<file path="config.mk">
export PLATFORM = sky130hd
export DESIGN_NAME = cdat_table_responder
export DESIGN_NICKNAME = d
export VERILOG_FILES = /design/src/rtl/cdat_resp_pkg.sv /design/src/rtl/cdat_resp_ctrl.sv /design/src/rtl/cdat_resp_dp.sv /design/src/rtl/cdat_table_responder.sv
export SDC_FILE = /design/constraint.sdc
export NUM_CORES = 2
export LEC_CHECK = 0
export BUFFER_PORTS_ARGS = -buffer_cell sky130_fd_sc_hd__buf_2
export CORE_MARGIN = 1.5
export CORE_UTILIZATION = 32
export CTS_CLUSTER_DIAMETER = 30
export DETAILED_ROUTE_END_ITERATION = 12
export GPL_ROUTABILITY_DRIVEN = 0
export HOLD_SLACK_MARGIN = 0.15
export PLACE_DENSITY_LB_ADDON = 0.12
export SLEW_MARGIN = 5
export SYNTH_ARGS = -nofsm -noshare
export SYNTH_HDL_FRONTEND = slang
export SYNTH_SLANG_ARGS = --single-unit
</file>
<file path="constraint.sdc">
create_clock -name clk -period 12.4 [get_ports clk]
set_clock_uncertainty 0.1 [all_clocks]
set_input_delay 2.48 -clock clk [delete_from_list [all_inputs] [get_ports clk]]
set_output_delay 2.48 -clock clk [all_outputs]
set_load 0.02 [all_outputs]
</file>
<file path="src/rtl/cdat_resp_pkg.sv">
package cdat_resp_pkg;

  typedef struct packed {
    logic capture;
    logic advance;
    logic clear;
  } dpCtrl_t;

  localparam logic [15:0] VENDOR_ID    = 16'h1E98;
  localparam logic [7:0]  OBJ_TYPE     = 8'h02;
  localparam logic [7:0]  RSP_CODE     = 8'h00;
  localparam logic [7:0]  TABLE_TYPE   = 8'h00;
  localparam logic [15:0] END_HANDLE   = 16'hFFFF;
  localparam logic [7:0]  STRUCT_TYPE  = 8'h09;
  localparam logic [7:0]  DTYPE_LAT    = 8'h00;
  localparam logic [7:0]  DTYPE_BW     = 8'h03;
  localparam logic [15:0] USP_ID       = 16'h0100;
  localparam logic [63:0] LAT_UNIT     = 64'd10000;
  localparam logic [63:0] BW_UNIT      = 64'd1024;
  localparam logic [15:0] LAT_VAL      = 16'd15;
  localparam logic [15:0] BW_VAL       = 16'd16;

  localparam int REQ_DW        = 3;
  localparam int HDR_DW        = 3;
  localparam int STRUCT_HDR_DW = 4;
  localparam int REC_DW        = 2;
  localparam int ENTRY_COUNT   = 2;

endpackage

</file>
<file path="src/rtl/cdat_resp_ctrl.sv">
module cdat_resp_ctrl
  import cdat_resp_pkg::*;
#(
  parameter int LEN_W    = 18,
  parameter int HANDLE_W = 16,
  parameter int CNT_W    = 9
) (
  input  logic                clk,
  input  logic                rstN,
  input  logic                reqValid,
  input  logic [LEN_W-1:0]    reqLenDw,
  input  logic [HANDLE_W-1:0] reqHandle,
  input  logic [CNT_W-1:0]    liveCount,
  input  logic                abort,
  input  logic                rspReady,
  input  logic                lastWord,
  output logic                rspValid,
  output logic                rspLast,
  output dpCtrl_t             ctl
);

  typedef enum logic {ST_IDLE, ST_SEND} state_t;

  state_t state, stateNext;
  logic   lenOk, handleOk, tableBuilt, accept, beat;

  assign lenOk      = reqLenDw >= LEN_W'(REQ_DW);
  assign handleOk   = reqHandle < HANDLE_W'(ENTRY_COUNT);
  assign tableBuilt = liveCount != '0;
  assign accept     = (state == ST_IDLE) && reqValid && !abort && lenOk && handleOk && tableBuilt;
  assign beat       = (state == ST_SEND) && rspReady && !abort;

  always_comb begin
    ctl.capture = accept;
    ctl.advance = beat;
    ctl.clear   = abort;
  end

  always_comb begin
    stateNext = state;
    if (abort)                  stateNext = ST_IDLE;
    else if (accept)            stateNext = ST_SEND;
    else if (beat && lastWord)  stateNext = ST_IDLE;
  end

  always_ff @(posedge clk) begin
    if (!rstN) state <= ST_IDLE;
    else       state <= stateNext;
  end

  assign rspValid = (state == ST_SEND);
  assign rspLast  = (state == ST_SEND) && lastWord;

endmodule

</file>
<file path="src/rtl/cdat_resp_dp.sv">
module cdat_resp_dp
  import cdat_resp_pkg::*;
#(
  parameter int DEVFN_COUNT = 256,
  parameter int HANDLE_W    = 16,
  parameter int DATA_W      = 32
) (
  input  logic                         clk,
  input  logic                         rstN,
  input  dpCtrl_t                      ctl,
  input  logic [DEVFN_COUNT-1:0]       portPresent,
  input  logic [HANDLE_W-1:0]          reqHandle,
  output logic [$clog2(DEVFN_COUNT+1)-1:0] liveCount,
  output logic                         lastWord,
  output logic [DATA_W-1:0]            rspData
);

  localparam int IDX_W    = $clog2(DEVFN_COUNT);
  localparam int CNT_W    = $clog2(DEVFN_COUNT + 1);
  localparam int WORD_W   = CNT_W + 3;
  localparam int FIXED_DW = HDR_DW + STRUCT_HDR_DW;

  function automatic logic [CNT_W-1:0] countPorts(input logic [DEVFN_COUNT-1:0] vec);
    logic [CNT_W-1:0] c;
    c = '0;
    for (int i = 0; i < DEVFN_COUNT; i++) c = c + CNT_W'(vec[i]);
    return c;
  endfunction

  function automatic logic [IDX_W-1:0] firstFrom(input logic [DEVFN_COUNT-1:0] vec,
                                                 input logic [IDX_W:0] start);
    logic [IDX_W-1:0] r;
    r = '0;
    for (int i = DEVFN_COUNT - 1; i >= 0; i--)
      if (vec[i] && (i >= int'(start))) r = IDX_W'(i);
    return r;
  endfunction

  logic [DEVFN_COUNT-1:0] snap;
  logic                   entrySel;
  logic [CNT_W-1:0]       countQ;
  logic [WORD_W-1:0]      wordIdx;
  logic [IDX_W-1:0]       devPtr;

  logic [WORD_W-1:0]      lenDw;
  logic [WORD_W-1:0]      relIdx;
  logic                   inRecords, secondHalf;
  logic [15:0]            structBytes, nextHandle, recVal;
  logic [63:0]            baseUnit;
  logic [7:0]             dataType;

  assign liveCount   = countPorts(portPresent);
  assign lenDw       = WORD_W'(FIXED_DW) + (WORD_W'(countQ) << 1);
  assign lastWord    = (wordIdx == lenDw - WORD_W'(1));
  assign relIdx      = wordIdx - WORD_W'(FIXED_DW);
  assign inRecords   = wordIdx >= WORD_W'(FIXED_DW);
  assign secondHalf  = relIdx[0];
  assign structBytes = 16'(STRUCT_HDR_DW * 4) + (16'(countQ) << 3);
  assign nextHandle  = entrySel ? END_HANDLE : 16'd1;
  assign baseUnit    = entrySel ? BW_UNIT : LAT_UNIT;
  assign dataType    = entrySel ? DTYPE_BW : DTYPE_LAT;
  assign recVal      = entrySel ? BW_VAL : LAT_VAL;

  always_ff @(posedge clk) begin
    if (!rstN) begin
      snap     <= '0;
      entrySel <= 1'b0;
      countQ   <= '0;
      wordIdx  <= '0;
      devPtr   <= '0;
    end else if (ctl.clear) begin
      wordIdx  <= '0;
    end else if (ctl.capture) begin
      snap     <= portPresent;
      entrySel <= reqHandle[0];
      countQ   <= liveCount;
      wordIdx  <= '0;
      devPtr   <= firstFrom(portPresent, '0);
    end else if (ctl.advance) begin
      wordIdx <= wordIdx + WORD_W'(1);
      if (inRecords && secondHalf)
        devPtr <= firstFrom(snap, {1'b0, devPtr} + (IDX_W+1)'(1));
    end
  end

  always_comb begin
    rspData = '0;
    if (inRecords) begin
      if (secondHalf) rspData = {16'h0000, recVal};
      else            rspData = {16'(devPtr), USP_ID};
    end else begin
      case (wordIdx[2:0])
        3'd0:    rspData = {8'h00, OBJ_TYPE, VENDOR_ID};
        3'd1:    rspData = DATA_W'(lenDw);
        3'd2:    rspData = {nextHandle, TABLE_TYPE, RSP_CODE};
        3'd3:    rspData = {structBytes, 8'h00, STRUCT_TYPE};
        3'd4:    rspData = {24'h000000, dataType};
        3'd5:    rspData = baseUnit[31:0];
        3'd6:    rspData = baseUnit[63:32];
        default: rspData = '0;
      endcase
    end
  end

endmodule

</file>
<file path="src/rtl/cdat_table_responder.sv">
module cdat_table_responder
  import cdat_resp_pkg::*;
#(
  parameter int DEVFN_COUNT = 256,
  parameter int LEN_W       = 18,
  parameter int HANDLE_W    = 16,
  parameter int DATA_W      = 32
) (
  input  logic                   clk,
  input  logic                   rstN,
  input  logic [DEVFN_COUNT-1:0] portPresent,
  input  logic                   reqValid,
  input  logic [LEN_W-1:0]       reqLenDw,
  input  logic [HANDLE_W-1:0]    reqHandle,
  input  logic                   abort,
  output logic                   rspValid,
  input  logic                   rspReady,
  output logic [DATA_W-1:0]      rspData,
  output logic                   rspLast
);

  localparam int CNT_W = $clog2(DEVFN_COUNT + 1);

  dpCtrl_t          ctl;
  logic [CNT_W-1:0] liveCount;
  logic             lastWord;

  cdat_resp_ctrl #(.LEN_W(LEN_W), .HANDLE_W(HANDLE_W), .CNT_W(CNT_W)) u_ctrl (
    .clk(clk), .rstN(rstN), .reqValid(reqValid), .reqLenDw(reqLenDw),
    .reqHandle(reqHandle), .liveCount(liveCount), .abort(abort),
    .rspReady(rspReady), .lastWord(lastWord), .rspValid(rspValid),
    .rspLast(rspLast), .ctl(ctl)
  );

  cdat_resp_dp #(.DEVFN_COUNT(DEVFN_COUNT), .HANDLE_W(HANDLE_W), .DATA_W(DATA_W)) u_dp (
    .clk(clk), .rstN(rstN), .ctl(ctl), .portPresent(portPresent),
    .reqHandle(reqHandle), .liveCount(liveCount), .lastWord(lastWord),
    .rspData(rspData)
  );

endmodule

</file>
# --- After elaboration in Yosys (flattened, before gate mapping) ---
# Cells that the tools add are included.
word_totals:
  ram_bits: 0
  latch_bits: 0
  rom_bits: 0
  n_memories: 0
  input_bits: 295
  regBits: 287
classes:
  bitwise: 3
  n_eq_ne: 7
  mul: 0
  add_sub_neg: 261
  muxes: 524
  div: 0
  n_reduce_logical: 276
  n_lt_le_gt_ge: 259
  shift: 0
op_table:
  columns: ["cell", "count"]
  rows:
  - ["two-way mux 8 bit", 515]
  - ["adder 9 x 1 -> 9 bit", 254]
  - ["greater-or-equal comparator 8 x 9 -> 1 bit (first input constant)", 128]
  - ["greater-or-equal comparator 7 x 9 -> 1 bit (first input constant)", 64]
  - ["greater-or-equal comparator 6 x 9 -> 1 bit (first input constant)", 32]
  - ["logical AND 1 bit", 266]
  - ["case mux 32 bit (7 select lines)", 1]
  - ["greater-or-equal comparator 5 x 9 -> 1 bit (first input constant)", 16]
  - ["greater-or-equal comparator 4 x 9 -> 1 bit (first input constant)", 8]
  - ["greater-or-equal comparator 3 x 9 -> 1 bit (first input constant)", 4]
  - ["two-way mux 32 bit", 1]
  - ["two-way mux 24 bit", 1]
  - ["greater-or-equal comparator 1 x 9 -> 1 bit (first input constant)", 2]
  - ["greater-or-equal comparator 18 x 2 -> 1 bit (second input constant)", 1]
  - ["greater-or-equal comparator 2 x 9 -> 1 bit (first input constant)", 2]
  - ["less-than comparator 16 x 2 -> 1 bit (second input constant)", 1]
  - ["two-way mux 16 bit", 1]
  - ["two-way mux 14 bit", 1]
  - ["adder 5 x 12 -> 13 bit (first input constant)", 1]
  - ["adder 12 x 1 -> 12 bit (second input constant)", 1]
  - ["equality test 12 bit", 1]
  - ["greater-or-equal comparator 12 x 3 -> 1 bit (second input constant)", 1]
  - ["subtractor 12 x 1 -> 12 bit (second input constant)", 1]
  - ["adder 3 x 10 -> 11 bit (first input constant)", 1]
  - ["18 further kinds", 26]

# --- Logic depth before layout (Yosys ltp) ---
depth:
  ltp_word: 262
  mapped_depth: 34
  mapped_depth_nobuf: 33

# --- Modules after synthesis ---
# From an unflattened synthesis, not the netlist that was laid out.
unflattened:
  hier_cells: 4267
  hier_area_um2: 31255.0
modules_own_cells:
  columns: ["module", "seq_area_each_um2", "n_inst", "area_each_um2", "cells_each"]
  rows:
  - ["cdat_resp_dp", 5725.5, 1, 31023.5, 4238]
  - ["cdat_resp_ctrl", 20.0, 1, 231.5, 29]

# --- Least setup slack after synthesis ---
# OpenSTA, ideal clock, no wires.
synth_path:
  path_kind: "input to register"
  from: "input portPresent[0]"
  to: "register u_dp.countQ[3]"
  cell_stages: 30
  path_slack_ns: 0.830
  path_buffers: 3
  arrival_time_ns: 11.400
  cell_sequence: "ha_1 -> inv_1 -> fa_1 -> inv_1 -> fa_1 -> inv_1 -> fa_1 -> fa_1 -> fa_1 -> fa_1 -> fa_1 -> fa_1 -> fa_1 -> fa_1 -> fa_1 -> inv_1 -> ha_1 -> nor2b_1 -> o21ai_0 -> a21boi_0 -> o21a_1 -> or3_1 -> a2111o_1 -> a21oi_1 -> or4_1 -> clkbuf_1 -> buf_1 -> clkbuf_1 -> nand2_1 -> a21oi_1"
synth_via:
  elab_chain_len: 258
synth_rtl:
  columns: ["element", "line", "source"]
  rows:
  - ["start, declared", "cdat_table_responder.sv:11", "input logic [DEVFN_COUNT-1:0] portPresent,"]
  - ["adder 1 x 1 -> 2 bit *", "cdat_resp_dp.sv:26", "for (int i = 0; i < DEVFN_COUNT; i++) c = c + CNT_W'(vec[i]);"]
  - ["adder 9 x 1 -> 9 bit * (254 in series)", "cdat_resp_dp.sv:26", null]
  - ["nonzero test 9 bit", "cdat_resp_ctrl.sv:29", "assign tableBuilt = liveCount != '0;"]
  - ["logical AND 1 bit", "cdat_resp_ctrl.sv:30", "assign accept = (state == ST_IDLE) && reqValid && !abort && lenOk && handleOk && tableBuilt;"]
  - ["AND reduction 2 bit (no source line)", null, null]
  - ["end signal, assigned", "cdat_resp_dp.sv:76", "countQ <= liveCount;"]
  - ["end, declared", "cdat_resp_dp.sv:41", "logic [CNT_W-1:0] countQ;"]
# Every way passes the cells marked *; elsewhere a longest branch is shown, timed or not.
# A chain may end at the register's enable or synchronous reset.

# --- Worst setup path in the final report ---
layout_path:
  from: "input portPresent[174]"
  to: "register u_dp.devPtr[1]"
layout_via:
  elab_chain_len: 176
  elab_cells_between_ends: 263
layout_rtl:
  columns: ["element", "line", "source"]
  rows:
  - ["parallel branches: the longest is 176 deep, another holds adder 9 x 1 -> 9 bit", null, null]
  - ["end signal, assigned", "cdat_resp_dp.sv:78", "devPtr <= firstFrom(portPresent, '0);"]
  - ["end signal, assigned", "cdat_resp_dp.sv:82", "devPtr <= firstFrom(snap, {1'b0, devPtr} + (IDX_W+1)'(1));"]
  - ["end, declared", "cdat_resp_dp.sv:43", "logic [IDX_W-1:0] devPtr;"]
# Parallel ways; which one is timed is not known.

==> results.yml <==
route:
  vias: 36957
  vias_per_cell: 6.15
  wl_mm: 179
  ant_nets: 0
  wl_per_cell_um: 29.8
  drtIter0Drc: 5300
  first_pass_iters: 7
  drc_errors: 0
floorplanning:
  io_pins: 329
  rows: 113
  die_area_um2: 98500
  initial_core_util_pct: 32.4
  fp.coreArea_um2: 95400
  die_w_um: 314
  die_h_um: 314
setup_path:
  cp.arrival_ps: 12200
  required_ps: 12840
  critical_path_peak_fanout: 9
  critPathLaunchType: "input port"
  r2r_cells: 14
  cpMaxStageDelayCell: "fa_1"
  critPathKind: "input port to flip-flop"
  end_kind: "flip-flop"
  slowest_delay_ps: 740
  crit_top_cell: "fa_1"
placed_design:
  dp_hpwl_mm: 143
  place_inst: 5855
  io_buffers: 326
  dp_slack_ps: 59.1
job:
  maxCapViolations: 0
clocking:
  numCtsBuffers: 83
  cts.clk_slew.worst_paths_ps: 50
  htree_levels: 3
  cts_sinks: 287
  cts_root_buf: "clkbuf_16"
  cts_tree: "done"
  clock_latency_ps: 680
  cts_max_path_buffers: 3
  post_cts_resize_count: 0
  post_cts_buffers: 0
  hold_buffers: 0
finish:
  fin_nets: 5264
  drive_gt1_share_pct: 15.7
  finalNonFillerCells: 6007
  area_delta_synth_final_pct: 21.9
synth:
  ys_top_cells_by_count: "nand2_1, a21oi_1, inv_1, nor2_1, dfxtp_1"
  synth_area_um2: 30900
  yosysMostFrequentCell: "nand2_1"
  synth_top_area_share_pct: 18.6
  synthCells: 4301
  ys_seq_area_share_pct: 18.6
  yosys.area.top_type: "dfxtp_1"
  synth-edff-count: 0
  synthDistinctLibCells: 110
  synthArstFlopShare_pct: 0
  yosys-top-cells-area: "dfxtp_1, fa_1, nand2_1"
  ys.flop_type: "dfxtp_1"
  avgSynthCellArea_um2: 7.19
  ys_ff_latch: 287
  yosysWarnings: 0
timing:
  worstMarginPinSlew_ps: 1400
  drv_slew: 0
  rsz0062_at_grt: "false"
  max_slew_margin_pct: 6.83
  fmaxAchievable_mhz: 85.0
  finalHoldViolCount: 0
  setup_tns_ps: 0
  fin_ws_ps: 637
  setup_viol_count_final: 0
  post-route-min-period_ps: 11760
  period_share_pct: 94.9
global_route:
  grt_pass1_wl_mm: 252
  grt_pass1_vias: 34877
  antenna_found_initial: 7
  grt_util_all_layers_pct: 35.4
  grt_max_degree: 116
  overflow: 0
hold_path:
  min_path_type: "flip-flop to flip-flop"
  holdPathStages: 2
outcome:
  status: "completed"
metal layers:
metal  share of wire (%)  wire, um  GRT usage (%)  vias to the layer above
li1                    -         -              -                    16147
met1                  40     71300           47.3                    17682
met2                  41     73300           50.8                     2555
met3                  12     20700           8.65                      569
met4                 7.5     13500           22.5                        4
met5               0.023        42          0.193                        -
worst max-delay path: cells and delay by family:
kind | cells | cell delay [ps]
compound gates | 9 | 1680
simple gates | 3 | 770
fa+ha+maj | 13 | 6400
buf+inv | 10 | 870
sequential cells by signal, indices dropped and copies added, names as in the netlist:
register / cells
u_dp.wordIdx: 12
u_dp.countQ: 9
u_dp.devPtr: 8
u_ctrl.rspValid: 1
u_dp.entrySel: 1
u_dp.snap: 256
path summary, 6_finish.rpt:
kind	start	to	slack (ps)
hold / removal	u_dp.snap[45]$_SDFFE_PN0P_	u_dp.snap[45]$_SDFFE_PN0P_	350
hold reg to reg	u_dp.snap[45]$_SDFFE_PN0P_	u_dp.snap[45]$_SDFFE_PN0P_	350
setup reg to reg	u_dp.devPtr[1]$_SDFFE_PN0P_	u_dp.devPtr[2]$_SDFFE_PN0P_	5410
setup / recovery	portPresent[174]	u_dp.devPtr[1]$_SDFFE_PN0P_	640
area by class of cell:
class                      count  area, um2
clock buffer                 108       2330
multi-input combinational   3408      22700
antenna                        6       15.0
timing repair buffer         514       3170
fill                       10168      57700
sequential                   287       5750
tap                         1265       1580
clock inverter                38        673
inverter                     381       1440
kinds of logic after synthesis:
kind of cell | count (synthesis) | share of synthesized area, %
other | 1 | 0.0121
and+or+nand+nor | 1730 | 26.3
xor gates and xnor gates | 42 | 1.24
DFF | 287 | 18.6
buffers and inverters | 607 | 8.12
AOI/OAI and AO/OA | 1340 | 28.0
adders and majority gates | 294 | 17.8
per-stage QoR:
stage | hold WS [ps] | cell area, um2 | utilization [%]
floorplan | 327 | 30900 | -
global placement | 337 | 34700 | 36.3
detailed placement | 342 | 34700 | 36.3
CTS | 348 | 37700 | 39.5
global route | 363 | 37700 | 39.5
finish | 347 | 37700 | 39.5
placed cells by master, fill, tap and decap left out, types with 85 or more instances in the layout:
cell type | netlist | final
nor2_1 | 298 | 298
inv_1 | 379 | 379
nand2_1 | 764 | 764
nor3_1 | 144 | 144
nand3_1 | 108 | 108
nor4_1 | 104 | 102
dfxtp_1 | 287 | 286
o21ai_0 | 245 | 244
buf_2 | 57 | 326
buf_4 | 25 | 178
fa_1 | 242 | 242
a21oi_1 | 476 | 476
clkbuf_16 | 0 | 85
Power is left out: the tool's default activity adds up to more than one toggle a clock period on the data nets, which glitch-free logic cannot reach.
